**src/rtl/ns_time_counter.sv**
```systemverilog
module ns_time_counter #(
  parameter int AW = 3
) (
  input  logic          clk,
  input  logic          rst_n,
  input  logic          wr_en,
  input  logic          rd_en,
  input  logic [AW-1:0] addr,
  input  logic [31:0]   wdata,
  output logic [31:0]   rdata,
  output logic [63:0]   time_ns
);
  localparam logic [AW-1:0] A_CTRL = AW'(0);
  localparam logic [AW-1:0] A_TLO  = AW'(1);
  localparam logic [AW-1:0] A_THI  = AW'(2);
  localparam logic [AW-1:0] A_SLO  = AW'(3);
  localparam logic [AW-1:0] A_SHI  = AW'(4);

  logic        run_q;
  logic [63:0] now_q;
  logic [63:0] step_q;
  logic [31:0] frac_q;
  logic [31:0] tlo_stage, slo_stage, snap_hi;

  wire wr_ctrl = wr_en && (addr == A_CTRL);
  wire wr_tlo  = wr_en && (addr == A_TLO);
  wire wr_thi  = wr_en && (addr == A_THI);
  wire wr_slo  = wr_en && (addr == A_SLO);
  wire wr_shi  = wr_en && (addr == A_SHI);
  wire rd_tlo  = rd_en && (addr == A_TLO);

  wire [32:0] frac_sum = {1'b0, frac_q} + {1'b0, step_q[31:0]};
  wire [63:0] now_nxt  = now_q + {32'd0, step_q[63:32]} + {63'd0, frac_sum[32]};

  always_ff @(posedge clk) begin
    if (!rst_n) begin
      run_q     <= 1'b0;
      now_q     <= '0;
      step_q    <= '0;
      frac_q    <= '0;
      tlo_stage <= '0;
      slo_stage <= '0;
      snap_hi   <= '0;
    end else begin
      if (wr_ctrl) run_q     <= wdata[0];
      if (wr_tlo)  tlo_stage <= wdata;
      if (wr_slo)  slo_stage <= wdata;
      if (wr_shi)  step_q    <= {wdata, slo_stage};
      if (rd_tlo)  snap_hi   <= now_q[63:32];
      if (wr_thi) begin
        now_q  <= {wdata, tlo_stage};
        frac_q <= '0;
      end else if (run_q) begin
        now_q  <= now_nxt;
        frac_q <= frac_sum[31:0];
      end
    end
  end

  always_comb begin
    case (addr)
      A_CTRL:  rdata = {31'd0, run_q};
      A_TLO:   rdata = now_q[31:0];
      A_THI:   rdata = snap_hi;
      A_SLO:   rdata = step_q[31:0];
      A_SHI:   rdata = step_q[63:32];
      default: rdata = '0;
    endcase
  end

  assign time_ns = now_q;
endmodule

```
**config.mk**
```make
export PLATFORM = sky130hd
export DESIGN_NAME = ns_time_counter
export DESIGN_NICKNAME = d
export VERILOG_FILES = /design/src/rtl/ns_time_counter.sv
export SDC_FILE = /design/constraint.sdc
export NUM_CORES = 1
export LEC_CHECK = 0
export ABC_CLOCK_PERIOD_IN_PS = 6600
export BUFFER_PORTS_ARGS = -buffer_cell sky130_fd_sc_hd__buf_4
export CAP_MARGIN = 25
export CORE_MARGIN = 5
export CORE_UTILIZATION = 40
export DETAILED_ROUTE_END_ITERATION = 10
export GPL_ROUTABILITY_DRIVEN = 0
export PLACE_DENSITY_LB_ADDON = 0.12
export SKIP_CTS_REPAIR_TIMING = 1
export SLEW_MARGIN = 40
export SYNTH_ARGS = -nofsm -noshare
export SYNTH_HDL_FRONTEND = slang
export SYNTH_SLANG_ARGS = --single-unit
```
**constraint.sdc**
```tcl
create_clock -name clk -period 6.6 [get_ports clk]
set_input_delay 0.66 -clock clk [delete_from_list [all_inputs] [get_ports clk]]
set_output_delay 0.66 -clock clk [all_outputs]
set_load 0.05 [all_outputs]
```
==> results of run 1 <==
[worst paths after layout]
path / from / endpoint / slack, ns / cells past startpoint
max: step_q[0]$_SDFFE_PN0P_ / time_ns[42]$_SDFFE_PN0P_ / 0.44 / 23
min: wdata[17] / step_q[49]$_SDFFE_PN0P_ / 0.40 / 3
max reg2reg: step_q[0]$_SDFFE_PN0P_ / time_ns[42]$_SDFFE_PN0P_ / 0.44 / 23
min reg2reg: slo_stage[8]$_SDFFE_PN0P_ / step_q[8]$_SDFFE_PN0P_ / 0.45 / 2
[layer usage]
metal / global-route usage [%] / part of all wire [%]
met5: 0 / 0
met1: 35.1 / 48
met2: 36.1 / 44
met3: 2.93 / 6.2
met4: 4.77 / 1.8
[critical path: cells and delay by family (launching register included)]
| family | cells | cell delay, ns |
|---|---|---|
| AO/OA/AOI/OAI | 13 | 2.98 |
| adder cells (fa/ha/maj) | 4 | 1.30 |
| flip-flops | 1 | 0.36 |
| AND/OR/NAND/NOR | 6 | 1.43 |
[layout make-up]
class                   count  area (µm²)
multi-input cells        1359        7980
clock inverters            13         195
inverters                  24        92.6
repair buffers            155        1160
flip-flops and latches    257        5150
fillers                  3333       17600
well taps                 448         561
clock buffers              42         897
[flip-flops by register name, summed over array words and instances (netlist names)]
register	count
frac_q	32
snap_hi	32
tlo_stage	32
step_q	64
run_q	1
slo_stage	32
time_ns	64
[Yosys cell counts, drive strengths merged, types with 10 or more instances]
library cell / instances
a21o: 31
clkbuf: 104
a21oi: 290
inv: 23
a211oi: 21
buf: 13
and3: 10
nor2: 89
xnor2: 48
a221o: 31
nand4: 18
o21ai: 90
mux2i: 21
nand3: 33
a22o: 31
nor2b: 14
dfxtp: 257
xor2: 32
nand2: 399
nor3: 16
ha: 63
[cells by family (layout without fill, tap and decap cells)]
group / count (synthesis) / in the layout / synth area share [%]
xor+xnor: 80 / 80 / 5.14
simple gates: 614 / 614 / 19.1
compound gates: 578 / 578 / 26.3
flops: 257 / 257 / 37.8
fa+ha+maj: 66 / 66 / 6.22
mux: 21 / 21 / 1.54
buf+inv: 141 / 234 / 3.91
[where the power goes]
part           internal, mW  switching, mW  total (mW)
clock network          1.14          0.684        1.82
registers              1.58         0.0343        1.61
logic                0.0853          0.208       0.293
[metrics by stage]
stage,hold slack (ns),util [%]
detailed placement,0.444,44.4
global route,0.384,47.7
floorplan,0.432,-
finish,0.400,47.7
CTS,0.376,47.7
global placement,0.439,44.4
[layout by cell type, fill, tap and decap left out, types with 6 or more instances in the layout]
master,instances
a2111oi_0,8
a211oi_1,21
a21o_1,31
a21oi_1,287
a221o_1,31
a22o_1,31
a31o_2,8
a31oi_1,9
and2_1,7
and3_1,10
buf_4,155
clkbuf_16,31
clkbuf_8,8
clkinv_2,6
dfxtp_1,256
ha_1,63
inv_1,22
mux2i_1,21
nand2_1,396
nand3_1,33
nand4_1,17
nor2_1,87
nor2b_1,14
nor3_1,15
o211ai_1,6
o21a_1,9
o21ai_0,86
o22ai_1,6
o31ai_1,6
xnor2_1,48
xor2_1,32
==> impl_metrics.csv, run 1 <==
group,metric,value,unit
setup_path,crit_type,"reg2reg",
detailed_routing,drt_wl_total,46800,µm
die,rows,67,
layout,drive_above_1_share,12.8,%
synthesis,synthTopCellsByArea,"dfxtp_1, nand2_1, a21oi_1",
pwr,p_leak,6.16,nW
synthesis,synth_top_area_share,37.8,%
synthesis,ys_types,69,
setup_path,critPathCaptureType,"register",
setup_path,crit_arrival,6.64,ns
sta,final-hold-violation-count,0,
detailed_routing,postRouteAntennaNets,0,
global_routing,grt_pass1_wl,71700,µm
synthesis,synth_seq_cells,257,
synthesis,yosysWarnings,0,
setup_path,worstPathMaxFanout,9,
synthesis,syn_avg_cell_area,7.76,µm²
clock_network,cts.sinks,257,
sta,setup_ws,0.438,ns
layout,nets,1932,
synthesis,synth_area,13600,µm²
placement,port_buffers,134,
detailed_routing,drtIter0Drc,936,
pwr,p_per_area,232,nW/µm²
detailed_routing,route.detailed.drc,0,
clock_network,clockRootBuffer,"clkbuf_16",
global_routing,grt_pass1_vias,12100,
global_routing,antenna_found_initial,0,
pwr,finalPower,3.73,mW
setup_path,cp_slowest_stage_delay,0.54,ns
placement,post-dp-hpwl,33100,µm
layout,design_area,16000,µm²
detailed_routing,first_pass_iters,5,
sta,setup-tns-final,0,ns
detailed_routing,vias_per_cell,5.66,
hold_path,min-delay-path-class,"in2reg",
status,status,"completed",
sta,tightest_slew,0.832,ns
die,start_util,40.5,%
setup_path,crit_path_start_kind,"register",
synthesis,yosys_most_used_dff,"dfxtp_1",
die,core-area,33600,µm²
clock_network,cts.path.max_buffers,3,
flow_run,maxCapViolations,0,
setup_path,crit_slowest_cell,"o31ai_4",
sta,setup_viol,0,
clock_network,h-tree-depth,1,
placement,postPlaceCellArea,14900,µm²
synthesis,synth_cells,1757,
clock_network,insertion_delay,0.56,ns
layout,final_cells,2298,
clock_network,cts_tree,"done",
die,die_y,195,µm
layout,syn2layout_area_growth,17.6,%
die,die_area,37900,µm²
clock_network,clk_pin_slew_worst_paths,0.06,ns
placement,place_ws,0.523,ns
synthesis,synth_top_area_cell,"dfxtp_1",
placement,dp_cells,2243,
clock_network,cts_made_buffers,30,
die,ios,135,
sta,relSlewSlack,44.3,%
synthesis,async_flop_share,0,%
setup_path,crit_chain,"ha_1 > fa_1 > a21o_1 > nand4_1 > a32oi_1 > nand3_1 > and3_1 > a21o_1 > o21ai_1 > a21o_1 > a21oi_1 > fa_1 > fa_1 > and2b_1 > o31ai_1 > a21oi_1 > a21oi_2 > o21ai_4 > a21oi_2 > o31ai_4 > nand4_2 > or4_1 > a31oi_1",
sta,min_period,6.16,ns
detailed_routing,wl_per_cell,20.3,µm
detailed_routing,vias,13000,
sta,period_share,93.4,%
synthesis,syn_nets,1862,
sta,fmax,162,MHz
synthesis,seq_area_frac_synth,37.8,%
global_routing,grt_max_degree,70,
sta,slew_violations,0,
global_routing,gr-usage-all-layers,23.4,%
layout,antenna_cells,0,
global_routing,grt_overflow,0,
pwr,peakVddDrop,0.196,mV
setup_path,critPathRequiredTime,7.08,ns
sta,clock_skew,0.0105,ns
sta,rsz0062_at_grt,"false",
synthesis,synth_edf_count,0,
die,dieWidth,195,µm
No activity file was read; power rests on OpenSTA's default activity.
==> inputs of run 2 (changes only) <==
ABC_AREA = 1   (was default)
SETUP_SLACK_MARGIN = 0.2   (was default)
==> run 2 against run 1 <==
Clock skew is 0.011 ns higher. Critical path depth stayed put. Setup slack better by 1.9 ns. Area after synthesis is 18% higher. Routed wire length is 35% higher. Critical endpoint is now time_ns[24]$_SDFFE_PN0P_. Largest cell class unchanged.
==> impl_metrics.csv, run 2 <==
group,metric,value,unit
status,status,"completed",
pwr,seq_power_share,43.3,%
pwr,p_per_area,204,nW/µm²
die,start_util,40.4,%
sta,setup-tns-final,0,ns
sta,clock_skew,0.0217,ns
global_routing,antenna_found_initial,1,
synthesis,synth_top_area_cell,"dfxtp_1",
clock_network,cts.sinks,257,
layout,fillers,4169,
die,rows,73,
setup_path,reg2reg_depth,23,
layout,syn2layout_area_growth,15.3,%
clock_network,cts.path.max_buffers,3,
synthesis,synthTopCellsByArea,"dfxtp_1, nand2_1, inv_1",
setup_path,worstSetupStartpoint,"step_q[0]$_SDFFE_PN0P_",
layout,seq_area,5150,µm²
hold_path,holdPathStages,3,
setup_path,worstPathMaxFanout,4,
detailed_routing,m1WireLength,27600,µm
pwr,power.switching,1.02,mW
synthesis,synth_top_area_share,32.1,%
synthesis,synth_commonest_cells,"nand2_1, inv_1, a21oi_1",
layout,antenna_cells,0,
sta,setup_viol,0,
clock_network,h-tree-depth,1,
synthesis,seq_area_frac_synth,32.1,%
synthesis,yosys_most_used_dff,"dfxtp_1",
hold_path,hp-start,"wdata[6]",
clock_network,insertion_delay,0.59,ns
layout,nets,2725,
clock_network,clk_pin_slew_worst_paths,0.06,ns
hold_path,min-delay-path-class,"in2reg",
global_routing,gr-usage-all-layers,27.2,%
sta,setup_ws,2.34,ns
pwr,peakVddDrop,0.184,mV
global_routing,grt_pass1_wl,93900,µm
sta,min_period,4.26,ns
synthesis,synth_area,16000,µm²
layout,final_util,46.5,%
sta,rsz0062_at_grt,"false",
sta,period_share,64.6,%
detailed_routing,wl_met2,27300,µm
layout,design_area,18500,µm²
detailed_routing,route.detailed.drc,0,
pwr,p_int,2.75,mW
synthesis,synth_seq_cells,257,
synthesis,yosysWarnings,0,
synthesis,synth.most_common_cell,"nand2_1",
sta,fmax,235,MHz
setup_path,crit_type,"reg2reg",
setup_path,critPathRequiredTime,7.03,ns
pwr,switching_share,27.0,%
placement,post-dp-hpwl,47000,µm
sta,slew_violations,0,
synthesis,syn_avg_cell_area,6.31,µm²
clock_network,cts_tree,"done",
placement,port_buffers,134,
synthesis,synth_cells,2542,
pwr,comb_power_share,9.3,%
synthesis,async_flop_share,0,%
detailed_routing,drt_wl_total,63000,µm
layout,final_cells,3168,
placement,postPlaceCellArea,17400,µm²
layout,layout_common_cells,"nand2_1, inv_1, a21oi_1",
flow_run,maxCapViolations,0,
die,die_y,210,µm
die,die_area,44200,µm²
detailed_routing,postRouteAntennaNets,0,
pwr,clockPowerShare,47.4,%
die,dieWidth,210,µm
detailed_routing,first_pass_iters,6,
detailed_routing,vias,17100,
detailed_routing,wl_per_cell,19.9,µm
global_routing,grt_max_degree,72,
setup_path,rr_startpoint,"step_q[0]$_SDFFE_PN0P_",
detailed_routing,dr_wl_met3,5420,µm
setup_path,critPathCaptureType,"register",
detailed_routing,vias_per_cell,5.41,
clock_network,clockRootBuffer,"clkbuf_16",
layout,multi_input_area,8900,µm²
synthesis,ys_types,45,
sta,tightest_slew,0.774,ns
global_routing,grt_overflow,0,
die,ios,135,
layout,layout_commonest_cell,"nand2_1",
setup_path,crit_arrival,4.69,ns
synthesis,syn_nets,2647,
detailed_routing,routed.top_layer,"met5",
clock_network,cts_made_buffers,31,
layout,drive_above_1_share,9.08,%
placement,place_ws,2.42,ns
sta,final-hold-violation-count,0,
detailed_routing,drtIter0Drc,1668,
global_routing,grt_pass1_vias,15600,
placement,dp_cells,3111,
die,core-area,39700,µm²
sta,relSlewSlack,48.4,%
synthesis,synth_edf_count,0,
setup_path,crit_path_start_kind,"register",
pwr,p_leak,8.45,nW
-- run 2: cell count changes after synthesis, sizes merged, moves of 17 or more --
cell / before / now
a211oi: 21 / 1
mux2i: 21 / 0
nor2: 89 / 191
buf: 13 / 33
o22ai: 6 / 33
clkbuf: 104 / 68
a21o: 31 / 8
nand2: 399 / 623
nand3: 33 / 184
inv: 23 / 431
a21oi: 290 / 273
a22o: 31 / 0
o21ai: 90 / 209
xnor2: 48 / 4
-- run 2: final cells by class --
type	instances	area share [%]
multi-input combinational	1753	48.1
sequential	257	27.8
inverter	431	8.77
timing repair buffer	146	6.06
clock buffer	44	4.84
tap	525	3.55
clock inverter	12	0.819
-- run 2: layer usage --
layer	track usage (%)	up-vias
met1	37.7	7878
met3	4.81	119
met5	0	-
li1	-	8380
met4	9.25	2
met2	42.9	759
-- run 2: critical path: stages (launching register included) --
cell and delay [ns]:
dfxtp_1 0.32, ha_1 0.22, fa_1 0.42, nand3_1 0.09, nand2_1 0.09, nand3_1 0.08
nand3_1 0.16, nand3_1 0.15, nand2_1 0.13, nand2_1 0.12, nand2_1 0.07, a31oi_1 0.34
fa_1 0.40, fa_1 0.26, inv_1 0.07, nand3_1 0.08, nand3_1 0.15, nand2_1 0.10
nand2_1 0.12, nand3_1 0.10, nand3_1 0.15, or2_2 0.31, nand3_1 0.08, a21oi_1 0.08
-- run 2: metrics by stage --
step           power, mW  hold WS, ns
2_1_floorplan       1.87        0.420
3_3_place_gp        2.01        0.430
3_5_place_dp        2.01        0.433
4_1_cts             3.79        0.372
5_1_grt             3.89        0.392
6_report            3.77        0.396
-- run 2: worst paths after layout --
path	slack (ns)	endpoint
max	2.34	time_ns[24]$_SDFFE_PN0P_
min	0.40	tlo_stage[6]$_SDFFE_PN0P_
max reg2reg	2.34	time_ns[24]$_SDFFE_PN0P_
min reg2reg	0.44	slo_stage[25]$_SDFFE_PN0P_
-- run 2: cell families after synthesis --
group           share of synthesized area, %
buf+inv                                 12.8
flops                                   32.1
simple gates                            27.2
xor+xnor                                2.13
compound gates                          20.6
fa+ha+maj                               5.29
-- run 2: power groups by stage --
stage	clock (mW)	sequential, mW	combinational (mW)
6_report	1.79	1.63	0.351
3_3_place_gp	0	1.66	0.343
5_1_grt	1.87	1.63	0.382
3_5_place_dp	0	1.66	0.347
4_1_cts	1.81	1.63	0.349
2_1_floorplan	0	1.67	0.203
==> inputs of run 3 (changes only) <==
ABC_CLOCK_PERIOD_IN_PS = 3430   (was 6600)
clock period = 3.43 ns   (was 6.6 ns; I/O delays follow)
==> run 3 against run 2 <==
The run now ends with negative setup slack left. Final cell count rose by 3.5%. Core utilization rose by 4.5 points. Via count rose by 3.6%. Routed wire length rose by 2.1%.
==> impl_metrics.csv, run 3 (synthesized netlist as in run 2, its figures left out) <==
group,metric,value,unit
sta,clock_skew,0.0157,ns
detailed_routing,postRouteAntennaNets,0,
layout,nets,2834,
pwr,finalPower,7.55,mW
die,die_y,210,µm
placement,dp_cells,3207,
clock_network,cts.sinks,257,
setup_path,worstPathMaxFanout,5,
clock_network,cts.path.max_buffers,3,
global_routing,grt_pass1_vias,16000,
detailed_routing,dr_wl_met3,5130,µm
detailed_routing,drt_wl_total,64300,µm
sta,slew_violations,0,
pwr,p_leak,9.43,nW
sta,setup_viol,11,
die,rows,73,
sta,min_period,3.56,ns
sta,relSlewSlack,47.9,%
layout,syn2layout_area_growth,26.5,%
status,failed_checks,"negative setup slack",
setup_path,crit_path_start_kind,"register",
global_routing,grt_pass1_wl,95600,µm
detailed_routing,first_pass_iters,8,
layout,final_cells,3280,
setup_path,crit_type,"reg2reg",
die,dieWidth,210,µm
detailed_routing,vias,17800,
placement,port_buffers,134,
setup_path,crit_slowest_cell,"fa_2",
placement,postPlaceCellArea,18200,µm²
layout,drive_above_1_share,18.5,%
clock_network,cts_made_buffers,31,
detailed_routing,wl_met2,28300,µm
pwr,peakVddDrop,0.405,mV
hold_path,min-delay-path-class,"in2reg",
sta,final-hold-violation-count,0,
layout,design_area,20300,µm²
detailed_routing,route.detailed.drc,0,
setup_path,cp_slowest_stage_delay,0.45,ns
global_routing,grt_overflow,0,
die,ios,135,
flow_run,maxCapViolations,0,
placement,post-dp-hpwl,47800,µm
clock_network,insertion_delay,0.59,ns
detailed_routing,routed.top_layer,"met4",
die,start_util,40.4,%
layout,layout_common_cells,"nand2_1, inv_1, a21oi_1",
sta,tightest_slew,0.779,ns
status,status,"finished with violations",
die,die_area,44200,µm²
global_routing,antenna_found_initial,0,
setup_path,critPathRequiredTime,3.95,ns
setup_path,crit_arrival,4.07,ns
detailed_routing,vias_per_cell,5.42,
setup_path,crit_top_cell,"nand2_2",
die,core-area,39700,µm²
setup_path,crit_chain,"ha_1 > inv_1 > nor3_4 > nand2_2 > nor3_2 > nand2_2 > nand2_2 > a31oi_4 > fa_2 > fa_2 > inv_2 > nand3_2 > nor2_2 > o21bai_1 > nand2_2 > nand2_2 > nand2_2 > xor2_1 > nand2_1 > a21oi_1",
clock_network,clk_pin_slew_worst_paths,0.06,ns
clock_network,h-tree-depth,1,
sta,rsz0062_at_grt,"true",
sta,period_share,104,%
layout,layout_commonest_cell,"nand2_1",
global_routing,grt_max_degree,121,
detailed_routing,wl_per_cell,19.6,µm
global_routing,gr-usage-all-layers,27.4,%
clock_network,clockRootBuffer,"clkbuf_16",
detailed_routing,drtIter0Drc,1747,
sta,fmax,281,MHz
sta,setup_ws,-0.128,ns
sta,setup-tns-final,-0.841,ns
pwr,p_per_area,372,nW/µm²
clock_network,cts_tree,"done",
detailed_routing,m1WireLength,28200,µm
setup_path,critPathCaptureType,"register",
-- run 3: cell count changes in the layout (fill, tap and decap cells not counted), moves of 11 or more --
cell / previous run / this run
buf_4: 143 / 239
buf_6: 1 / 12
dfxtp_1: 256 / 244
dfxtp_2: 1 / 13
nand2_1: 616 / 542
nand2_2: 3 / 50
nand2_4: 4 / 29
nand3_1: 182 / 156
nand3_2: 1 / 21
nor2_1: 182 / 171
-- run 3: cell type report --
class | instances | area, µm²
Clock inverter | 14 | 214
Tap cell | 525 | 657
Clock buffer | 44 | 925
Antenna cell | 1 | 2.50
Inverter | 431 | 1620
Timing Repair Buffer | 255 | 2020
Sequential cell | 257 | 5160
Fill cell | 4097 | 19400
Multi-Input combinational cell | 1753 | 9700
-- run 3: where the power goes --
group | switching [mW] | leakage [nW] | internal (mW) | total (mW)
registers | 0.0788 | 2.09 | 3.07 | 3.14
clock network | 1.42 | 0.553 | 2.25 | 3.67
logic | 0.498 | 6.79 | 0.245 | 0.743
-- run 3: routing by layer --
metal / vias up / GRT usage (%)
met4: 0 / 10.7
met2: 754 / 42.7
met1: 8273 / 38.4
met5: - / 0
met3: 129 / 4.11
li1: 8607 / -
-- run 3: final timing paths --
path,from,endpoint,slack (ns),cells past startpoint
worst max-delay path,step_q[28]$_SDFFE_PN0P_,time_ns[30]$_SDFFE_PN0P_,-0.13,20
worst min-delay path,rst_n,step_q[16]$_SDFFE_PN0P_,0.04,3
worst max register to register,step_q[28]$_SDFFE_PN0P_,time_ns[30]$_SDFFE_PN0P_,-0.13,20
worst min register to register,slo_stage[19]$_SDFFE_PN0P_,slo_stage[19]$_SDFFE_PN0P_,0.44,2
-- run 3: critical path: cells and delay by family, from the launching register on --
kind | cells | cell delay [ns]
AND/OR/NAND/NOR | 11 | 1.34
adder cells (fa/ha/maj) | 3 | 1.16
AO/OA/AOI/OAI | 3 | 0.32
flip-flops | 1 | 0.31
XOR/XNOR | 1 | 0.19
buffers and inverters | 2 | 0.15
-- run 3: stage by stage --
stage / hold WS, ns / setup WS, ns / util [%]
floorplan: 0.420 / 0.204 / -
global placement: 0.429 / -0.138 / 45.7
detailed placement: 0.434 / -0.207 / 45.8
CTS: 0.0135 / -0.229 / 48.6
global route: 0.0307 / -0.310 / 51.1
finish: 0.0450 / -0.128 / 51.1
